[src/rtl/mgmt_pkg.sv]
package mgmt_pkg;

  localparam int FRAME_BITS = 64;
  localparam int PRE_BITS   = 32;
  localparam int TA_IDX     = 46;
  localparam int DATA_IDX   = 48;
  localparam int SUP_BIT    = 8;

  localparam logic [1:0] A_CTRL = 2'd0;
  localparam logic [1:0] A_CMD  = 2'd1;
  localparam logic [1:0] A_DATA = 2'd2;
  localparam logic [1:0] A_STAT = 2'd3;

  typedef enum logic {SQ_IDLE, SQ_RUN} seq_state_e;

  // Effective clock divisor: field plus one, never below two.
  function automatic logic [15:0] eff_div(input logic [15:0] m1);
    return (m1 == 16'd0) ? 16'd2 : m1 + 16'd1;
  endfunction

  // Whole 64-bit frame image, bit 63 leaves first.
  function automatic logic [63:0] build_frame(input logic is_rd,
                                              input logic [4:0] phy,
                                              input logic [4:0] regad,
                                              input logic [15:0] wdat);
    logic [1:0] op;
    op = is_rd ? 2'b10 : 2'b01;
    return {32'hFFFF_FFFF, 2'b01, op, phy, regad, 2'b10, wdat};
  endfunction

endpackage

[src/rtl/mgmt_regs.sv]
module mgmt_regs
  import mgmt_pkg::*;
#(
  parameter int DIV_W      = 7,
  parameter int DIV_LSB    = 9,
  parameter int DEF_DIV_M1 = 39,
  parameter int RST_CYCLES = 4
) (
  input  logic             clk,
  input  logic             rst_n,
  input  logic             wr,
  input  logic [1:0]       addr,
  input  logic [31:0]      wdata,
  output logic [31:0]      rdata,
  input  logic             busy,
  input  logic             rd_done,
  input  logic [15:0]      rd_value,
  output logic [DIV_W-1:0] div_m1,
  output logic             sup,
  output logic [15:0]      data_q,
  output logic             go,
  output logic             go_rd,
  output logic [4:0]       phy,
  output logic [4:0]       regad,
  output logic             srst_hit,
  output logic             srst_act
);

  localparam int RW = $clog2(RST_CYCLES + 1);

  logic [RW-1:0] rcnt;
  logic          wr_ctrl;
  logic          wr_data;
  logic          unused_bits;

  assign srst_act = (rcnt != '0);
  assign wr_ctrl  = wr && (addr == A_CTRL) && !srst_act;
  assign wr_data  = wr && (addr == A_DATA) && !srst_act;
  assign srst_hit = wr_ctrl && wdata[0];
  assign go       = wr && (addr == A_CMD) && !srst_act && !busy &&
                    (wdata[15] || wdata[14]);
  assign go_rd    = wdata[15];
  assign phy      = wdata[9:5];
  assign regad    = wdata[4:0];
  assign unused_bits = ^{wdata[31:16], wdata[13:10], wdata[7:1]};

  always_ff @(posedge clk) begin
    if (!rst_n)        rcnt <= '0;
    else if (srst_hit) rcnt <= RW'(RST_CYCLES);
    else if (srst_act) rcnt <= rcnt - 1'b1;
  end

  always_ff @(posedge clk) begin
    if (!rst_n || srst_hit) begin
      div_m1 <= DIV_W'(DEF_DIV_M1);
      sup    <= 1'b0;
    end else if (wr_ctrl) begin
      div_m1 <= wdata[DIV_LSB +: DIV_W];
      sup    <= wdata[SUP_BIT];
    end
  end

  always_ff @(posedge clk) begin
    if (!rst_n || srst_hit) data_q <= '0;
    else if (rd_done)       data_q <= rd_value;
    else if (wr_data)       data_q <= wdata[15:0];
  end

  always_comb begin
    rdata = '0;
    case (addr)
      A_CTRL: rdata = (32'(div_m1) << DIV_LSB) | (32'(sup) << SUP_BIT) |
                      32'(srst_act);
      A_CMD:  rdata = '0;
      A_DATA: rdata = 32'(data_q);
      A_STAT: rdata = 32'(busy);
      default: rdata = '0;
    endcase
  end

endmodule

[src/rtl/mgmt_mdc_gen.sv]
module mgmt_mdc_gen #(
  parameter int DIV_W = 7
) (
  input  logic           clk,
  input  logic           rst_n,
  input  logic           run,
  input  logic           clr,
  input  logic [DIV_W:0] div,
  output logic           mdc,
  output logic           rise_evt,
  output logic           bit_end
);

  logic [DIV_W:0] cnt;
  logic [DIV_W:0] half;

  assign half     = div >> 1;
  assign bit_end  = run && (cnt == div - 1'b1);
  assign rise_evt = run && (cnt == half - 1'b1);
  assign mdc      = run && (cnt >= half);

  always_ff @(posedge clk) begin
    if (!rst_n)                     cnt <= '0;
    else if (!run || clr || bit_end) cnt <= '0;
    else                             cnt <= cnt + 1'b1;
  end

endmodule

[src/rtl/mgmt_frame_seq.sv]
module mgmt_frame_seq
  import mgmt_pkg::*;
#(
  parameter int DIV_W = 7
) (
  input  logic             clk,
  input  logic             rst_n,
  input  logic             go,
  input  logic             go_rd,
  input  logic [4:0]       phy,
  input  logic [4:0]       regad,
  input  logic [15:0]      wr_data,
  input  logic [DIV_W-1:0] div_m1,
  input  logic             sup,
  input  logic             abort,
  input  logic             rise_evt,
  input  logic             bit_end,
  input  logic             mdio_i,
  output logic             busy,
  output logic             mdio_o,
  output logic             mdio_oe,
  output logic             rd_done,
  output logic [15:0]      rd_value,
  output logic [5:0]       bit_idx,
  output logic             rd_op,
  output logic [DIV_W:0]   div_eff
);

  localparam logic [5:0] LAST = 6'(FRAME_BITS - 1);

  seq_state_e  state;
  logic [63:0] frame;
  logic [15:0] sh;
  logic        last_bit;

  assign busy     = (state == SQ_RUN);
  assign last_bit = (bit_idx == LAST);
  assign rd_value = sh;
  assign rd_done  = busy && bit_end && last_bit && rd_op && !abort;
  assign mdio_oe  = busy && !(rd_op && (bit_idx >= 6'(TA_IDX)));
  assign mdio_o   = mdio_oe && frame[LAST - bit_idx];

  always_ff @(posedge clk) begin
    if (!rst_n) begin
      state   <= SQ_IDLE;
      frame   <= '0;
      bit_idx <= '0;
      rd_op   <= 1'b0;
      div_eff <= (DIV_W + 1)'(2);
      sh      <= '0;
    end else if (abort) begin
      state <= SQ_IDLE;
    end else begin
      case (state)
        SQ_IDLE: if (go) begin
          state   <= SQ_RUN;
          frame   <= build_frame(go_rd, phy, regad, wr_data);
          bit_idx <= sup ? 6'(PRE_BITS) : 6'd0;
          rd_op   <= go_rd;
          div_eff <= (DIV_W + 1)'(eff_div(16'(div_m1)));
        end
        SQ_RUN: begin
          if (rise_evt && rd_op && (bit_idx >= 6'(DATA_IDX)))
            sh <= {sh[14:0], mdio_i};
          if (bit_end) begin
            if (last_bit) state <= SQ_IDLE;
            else          bit_idx <= bit_idx + 1'b1;
          end
        end
        default: state <= SQ_IDLE;
      endcase
    end
  end

endmodule

[src/rtl/mgmt_serial_ctrl.sv]
module mgmt_serial_ctrl
  import mgmt_pkg::*;
#(
  parameter int DIV_W      = 7,
  parameter int DIV_LSB    = 9,
  parameter int DEF_DIV_M1 = 39,
  parameter int RST_CYCLES = 4
) (
  input  logic        clk,
  input  logic        rst_n,
  input  logic        reg_wr,
  input  logic [1:0]  reg_addr,
  input  logic [31:0] reg_wdata,
  output logic [31:0] reg_rdata,
  output logic        mdc,
  output logic        mdio_o,
  output logic        mdio_oe,
  input  logic        mdio_i
);

  logic [DIV_W-1:0] div_m1_w;
  logic [DIV_W:0]   div_eff_w;
  logic             sup_w;
  logic [15:0]      data_w;
  logic             go_w;
  logic             go_rd_w;
  logic [4:0]       phy_w;
  logic [4:0]       regad_w;
  logic             srst_hit_w;
  logic             srst_act_w;
  logic             busy_w;
  logic             rd_done_w;
  logic [15:0]      rd_value_w;
  logic [5:0]       bit_idx_w;
  logic             rd_op_w;
  logic             rise_w;
  logic             bit_end_w;
  logic             cmd_wr_w;

  assign cmd_wr_w = reg_wr && (reg_addr == A_CMD);

  mgmt_regs #(
    .DIV_W(DIV_W), .DIV_LSB(DIV_LSB),
    .DEF_DIV_M1(DEF_DIV_M1), .RST_CYCLES(RST_CYCLES)
  ) u_regs (
    .clk(clk), .rst_n(rst_n), .wr(reg_wr), .addr(reg_addr),
    .wdata(reg_wdata), .rdata(reg_rdata), .busy(busy_w),
    .rd_done(rd_done_w), .rd_value(rd_value_w), .div_m1(div_m1_w),
    .sup(sup_w), .data_q(data_w), .go(go_w), .go_rd(go_rd_w),
    .phy(phy_w), .regad(regad_w), .srst_hit(srst_hit_w),
    .srst_act(srst_act_w)
  );

  mgmt_frame_seq #(.DIV_W(DIV_W)) u_seq (
    .clk(clk), .rst_n(rst_n), .go(go_w), .go_rd(go_rd_w), .phy(phy_w),
    .regad(regad_w), .wr_data(data_w), .div_m1(div_m1_w), .sup(sup_w),
    .abort(srst_hit_w), .rise_evt(rise_w), .bit_end(bit_end_w),
    .mdio_i(mdio_i), .busy(busy_w), .mdio_o(mdio_o), .mdio_oe(mdio_oe),
    .rd_done(rd_done_w), .rd_value(rd_value_w), .bit_idx(bit_idx_w),
    .rd_op(rd_op_w), .div_eff(div_eff_w)
  );

  mgmt_mdc_gen #(.DIV_W(DIV_W)) u_mdc (
    .clk(clk), .rst_n(rst_n), .run(busy_w), .clr(srst_hit_w),
    .div(div_eff_w), .mdc(mdc), .rise_evt(rise_w), .bit_end(bit_end_w)
  );

endmodule

[config.mk]
export PLATFORM = sky130hd
export DESIGN_NAME = mgmt_serial_ctrl
export DESIGN_NICKNAME = d
export VERILOG_FILES = /design/src/rtl/mgmt_pkg.sv /design/src/rtl/mgmt_regs.sv /design/src/rtl/mgmt_mdc_gen.sv /design/src/rtl/mgmt_frame_seq.sv /design/src/rtl/mgmt_serial_ctrl.sv
export SDC_FILE = /design/constraint.sdc
export NUM_CORES = 1
export LEC_CHECK = 0
export BUFFER_PORTS_ARGS = -buffer_cell sky130_fd_sc_hd__buf_2
export CAP_MARGIN = 20
export CORE_MARGIN = 4
export CORE_UTILIZATION = 33
export CTS_BUF_LIST = sky130_fd_sc_hd__clkbuf_8
export DETAILED_ROUTE_END_ITERATION = 8
export PLACE_DENSITY = 0.6
export SLEW_MARGIN = 20
export SYNTH_ARGS = -nofsm -noshare
export SYNTH_HDL_FRONTEND = slang
export SYNTH_SLANG_ARGS = --single-unit
export TNS_END_PERCENT = 1
[constraint.sdc]
create_clock -name clk -period 5.51 [get_ports clk]
set_input_delay 1.653 -clock clk [delete_from_list [all_inputs] [get_ports clk]]
set_output_delay 1.653 -clock clk [all_outputs]
set_load 0.03 [all_outputs]
# Word-level counts from Yosys, hierarchy flattened
# Cells that the tools add are included.
# W data, S select, Z words.
classes:
  add_sub_neg: 7
  magnitude_cmp: 4
  eq_ne: 9
  mux: 18
  bitwise: 5
  n_reduce_logical: 40
op_table:
  columns: ["operator", "count"]
  rows:
  - ["$pmux W32 S4", 1]
  - ["$mux W16", 2]
  - ["$or A32 B1 Y32", 1]
  - ["$mux W6", 4]
  - ["$logic_and A1 B1 Y1", 21]
  - ["$eq A8 B8 Y1", 2]
  - ["$or A16 B9 Y16", 1]
  - ["$ge A6 B6 Y1 const B", 2]
  - ["$pmux W6 S2", 1]
  - ["$add A7 B1 Y8 const B", 1]
  - ["$add A8 B1 Y8 const B", 1]
  - ["$ge A8 B7 Y1", 1]
  - ["$mux W8", 1]
  - ["$sub A7 B1 Y8 const B", 1]
  - ["$sub A8 B1 Y8 const B", 1]
  - ["$logic_not A7 Y1", 1]
  - ["$lt A6 B7 Y1 const B", 1]
  - ["$add A6 B1 Y6 const B", 1]
  - ["$bmux W1 S6", 1]
  - ["$eq A6 B6 Y1 const B", 1]
  - ["$mux W3", 2]
  - ["$reduce_and A3 Y1", 2]
  - ["$sub A6 B6 Y6 const A", 1]
  - ["$logic_not A1 Y1", 5]
  - ["other kinds (15)", 27]
totals:
  register_bits: 97
  in_bits: 38
  word_cells: 95

# Logic depth before layout (Yosys ltp)
logic_depth:
  ltp_word: 8
  ltp_mapped: 11
  mapped_depth_nobuf: 9

# Modules after synthesis
# A second synthesis with hierarchy kept.
hier_totals:
  hier_cells: 621
  hier_area_um2: 5373.9
modules_own_cells:
  columns: ["module", "instances", "cells_each", "area_each_um2"]
  rows:
  - ["mgmt_frame_seq", 1, 310, 2718.9]
  - ["mgmt_regs", 1, 196, 1705.4]
  - ["mgmt_mdc_gen", 1, 115, 949.7]

# Least setup slack after synthesis
# OpenSTA, ideal clock, no wires.
synth_timing:
  path_type: "input -> output"
  startpoint: "input reg_addr[1]"
  endpoint: "output reg_rdata[0]"
  t_arrival_ns: 2.884
  t_required_ns: 3.857
  slack_ns: 0.973
  cell_stages: 3
  cell_sequence: "clkbuf_1 buf_1 o31ai_1"
synth_via:
  elab_chain_len: 2
  word_cells_on_any_way: 5
  classes_between: "eq/ne (3); mux (1); reduce/logical (1)"
synth_rtl:
  columns: ["element", "line", "rtl"]
  rows:
  - ["start: declaration", "mgmt_serial_ctrl.sv:12", "input logic [1:0] reg_addr,"]
  - ["$eq A2 B2 Y1 (tied with other cells)", "mgmt_regs.sv:71", "case (addr)"]
  - ["$pmux W32 S4 *", "mgmt_regs.sv:71", null]
  - ["end: declaration", "mgmt_serial_ctrl.sv:14", "output logic [31:0] reg_rdata,"]
# Mark *: on every way between the ends. The rest lies on a longest branch, timed or not.

# Worst setup path after layout
layout_timing:
  startpoint: "input reg_addr[1]"
  endpoint: "output reg_rdata[2]"
# Same word-level chain as after synthesis.

==> out/qor.csv <==
stage;metric;value;unit
worst_setup_path;cp-endpoint;reg_rdata[2];
floorplan;dieArea;17400;µm²
clock_network;postCtsResizedCells;0;
power;finalPower;0.00160;W
sta;drv_slew;0;
synthesis;synth.distinct_cells;55;
drt;met3WireLength;515;µm
floorplan;start_util;34.3;%
power;max-vdd-ir-drop;0.159;mV
finish;register_area;1900;µm²
sta;post-route-period-util;81.8;%
synthesis;synth-async-reset-ratio;0;%
worst_setup_path;worstSetupPathType;input port to output pin;
global_route;grt_pass1_vias;3961;
clock_network;cts_tree;built;
global_route;grt_pass1_wl;19900;µm
clock_network;clock_sinks;95;
synthesis;synthMostInstantiatedCell;dfxtp_1;
worst_setup_path;cp.required;3.86;ns
sta;finalSetupViolCount;0;
global_route;antenna_found_initial;0;
worst_setup_path;cp.arrival;2.85;ns
worst_setup_path;start_kind;input port;
hold_path;hold_class;flop to flop;
synthesis;ys_ff_latch;95;
synthesis;synth_top_area_share;37.6;%
run;max-cap-violations;0;
synthesis;ys_seq_area_share;37.6;%
worst_setup_path;startpoint;reg_addr[1];
drt;drc;0;
drt;vias;4013;
finish;multiInputGateArea;2840;µm²
drt;dr.pass1.iters;4;
drt;vias_per_cell;5.05;
synthesis;synth_compound_area_share;13.4;%
synthesis;synth_top_family_by_area;simple AND/OR/NAND/NOR gates;
power;p_leak;2.20;nW
synthesis;synth_edf_count;0;
synthesis;synth_area_leaders;dfxtp_1 (38%), mux2i_1 (8.7%), nand2_1 (6.5%);
synthesis;synth_ff_type;dfxtp_1;
drt;top_layer_used;met4;
worst_setup_path;critPathMaxStageDelay;0.47;ns
worst_setup_path;crit_top_cell;buf_2;
sta;setup_ws;1.00;ns
sta;worst_pin_slew;1.09;ns
synthesis;synth_xor_area_share;5.02;%
clock_network;cts_setup_buffers;0;
drt;drt_iter0_drc;219;
clock_network;clock_latency;0.38;ns
finish;fin_cells;795;
sta;max_slew_margin;27.2;%
placement;gp_congestion;0.808;
finish;finalNetCount;660;
synthesis;synth_cells;591;
clock_network;numCtsBuffers;9;
floorplan;rows;44;
worst_setup_path;r2r_slack;2.48;ns
worst_setup_path;r2r_cells;10;
worst_setup_path;path_max_fanout;15;
global_route;gr-usage-all-layers;13.8;%
clock_network;clockRootBuffer;clkbuf_8;
finish;area_growth;8.51;%
clock_network;htree_levels;3;
sta;skew;0.0148;ns
sta;period_needed;4.51;ns
power;power.density;292;nW/µm²
placement;placedCellCount;779;
floorplan;die_h;132;µm
drt;dr_wl_met2;5690;µm
finish;n_antenna_cell;0;
floorplan;die_w;132;µm
synthesis;synthSimpleGateAreaFrac;19.7;%
sta;hold_viol;0;
sta;rsz0062_at_grt;false;
sta;finalSetupTns;0;ns
finish;fillers;1514;
placement;port_buffers;40;
clock_network;hold_buffers;0;
placement;dp_hpwl;8750;µm
clock_network;clock_tree.buffer_depth;2;
synthesis;synthMuxAreaShare;12.7;%
worst_setup_path;reg2reg_from;u_regs.rcnt[0]$_SDFFE_PP0P_;
synthesis;syn-cell-area;5050;µm²
drt;routedWlPerCell;14.9;µm
drt;ant_nets;0;
drt;wl_met1;5530;µm
floorplan;ios;73;
synthesis;yosys.area_share.adder;3.96;%
synthesis;yosys_warnings;0;
sta;holdWs;0.462;ns
global_route;gr-total-overflow;0;
sta;max_freq;222;MHz
placement;post-place-ws;0.989;ns
finish;drive_above_1_share;13.3;%
outcome;outcome;finished clean;
worst_setup_path;end_kind;output pin;
clock_network;clk_pin_slew;0.11;ns
synthesis;ys_top_cells_by_count;dfxtp_1 (95), nand2_1 (87), nor2_1 (69), mux2i_1 (44), a21oi_1 (42);
synthesis;synth_top_area_cell;dfxtp_1;
global_route;grt_max_degree;56;
worst_setup_path;rr_endpoint;u_seq.bit_idx[3]$_SDFFE_PN0P_;
worst_setup_path;cp_slowest_cell;nor2b_1;
floorplan;design.core.area;14800;µm²
synthesis;postSynthAreaPerCell;8.55;µm²
drt;wl;11900;µm
worst_setup_path;crit_chain;buf_2, nor2b_1, and2_1, buf_2;
[through the flow]
stage | instance area [µm²] | utilization [%]
after floorplan | 5110 | -
after global routing | 5490 | 37.2
after global placement | 5280 | 35.8
final | 5490 | 37.2
after detailed placement | 5280 | 35.8
after CTS | 5490 | 37.2
[final cells by class]
class                      instances  share of cell area, %
multi-input combinational        436                   51.8
clock inverter                     7                   1.41
inverter                          19                   1.30
clock buffer                       9                   2.26
timing repair buffer              45                   4.33
tap                              184                   4.20
sequential                        95                   34.7
[routing by layer]
| layer | global-route usage [%] | vias to the layer above |
|---|---|---|
| met2 | 23.0 | 84 |
| met3 | 2.18 | 10 |
| met5 | 0 | - |
| li1 | - | 2038 |
| met4 | 4.55 | 0 |
| met1 | 18.3 | 1881 |
[worst max-delay path, delay by kind of cell]
family	cells	cell delay (ns)
buffers and inverters	2	0.52
and+or+nand+nor	2	0.67
[logic make-up after synthesis]
| logic type | Yosys count |
|---|---|
| and+or+nand+nor | 216 |
| AOI/OAI and AO/OA | 105 |
| DFF | 95 |
| buffers and inverters | 75 |
| muxes | 54 |
| xor gates and xnor gates | 29 |
| adders and majority gates | 16 |
| other | 1 |
[worst min-delay path by stage]
| stage | from | end | slack (ns) | cells past startpoint |
|---|---|---|---|---|
| after detailed placement | u_seq.frame[23]$_SDFFE_PN0P_ | u_seq.frame[23]$_SDFFE_PN0P_ | 0.45 | 2 |
| after global routing | u_seq.frame[25]$_SDFFE_PN0P_ | u_seq.frame[25]$_SDFFE_PN0P_ | 0.48 | 2 |
| after global placement | u_seq.frame[1]$_SDFFE_PN0P_ | u_seq.frame[1]$_SDFFE_PN0P_ | 0.44 | 2 |
| after CTS | u_seq.frame[23]$_SDFFE_PN0P_ | u_seq.frame[23]$_SDFFE_PN0P_ | 0.46 | 2 |
| final | u_seq.frame[9]$_SDFFE_PN0P_ | u_seq.frame[9]$_SDFFE_PN0P_ | 0.46 | 2 |
| after floorplan | u_seq.frame[26]$_SDFFE_PN0P_ | u_seq.frame[26]$_SDFFE_PN0P_ | 0.43 | 2 |
[layout by cell type, fill, tap and decap left out, types with 2 or more instances in the layout]
cell / Yosys / final
nor3_1: 4 / 4
and3_1: 6 / 6
inv_1: 18 / 18
mux2_2: 2 / 2
a21boi_0: 2 / 2
inv_6: 0 / 3
or3_1: 4 / 4
xor2_1: 16 / 16
o211ai_1: 4 / 4
nor4b_2: 2 / 2
nand2b_1: 2 / 2
dfxtp_1: 95 / 95
nand2_1: 87 / 87
o22ai_1: 4 / 4
buf_2: 6 / 40
a21oi_1: 42 / 42
mux4_2: 8 / 8
xnor2_1: 13 / 13
and2_1: 8 / 8
clkbuf_8: 0 / 9
buf_4: 18 / 5
clkinv_8: 0 / 2
a31oi_1: 2 / 2
nand4_1: 4 / 4
conb_1: 1 / 16
nand3_1: 16 / 16
o21bai_1: 3 / 3
ha_1: 16 / 16
a21o_1: 2 / 2
mux2i_1: 44 / 44
nor2_1: 69 / 69
a211oi_1: 24 / 24
o31ai_1: 2 / 2
o21ai_0: 12 / 12
[registers in the layout (all words and copies together), names as in the netlist]
signal,flops
u_seq.busy,1
u_seq.bit_idx,6
u_seq.frame,29
u_mdc.cnt,8
u_regs.rcnt,3
u_seq.div_eff,8
u_seq.rd_value,16
u_regs.div_m1,7
u_regs.sup,1
u_regs.data_q,16
[where the power goes]
part / internal [W] / switching, W
sequential: 0.000723 / 0.0000538
clock: 0.000180 / 0.000290
combinational: 0.000137 / 0.000216
total: 0.00104 / 0.000559
No activity file was read; power rests on OpenSTA's default activity.
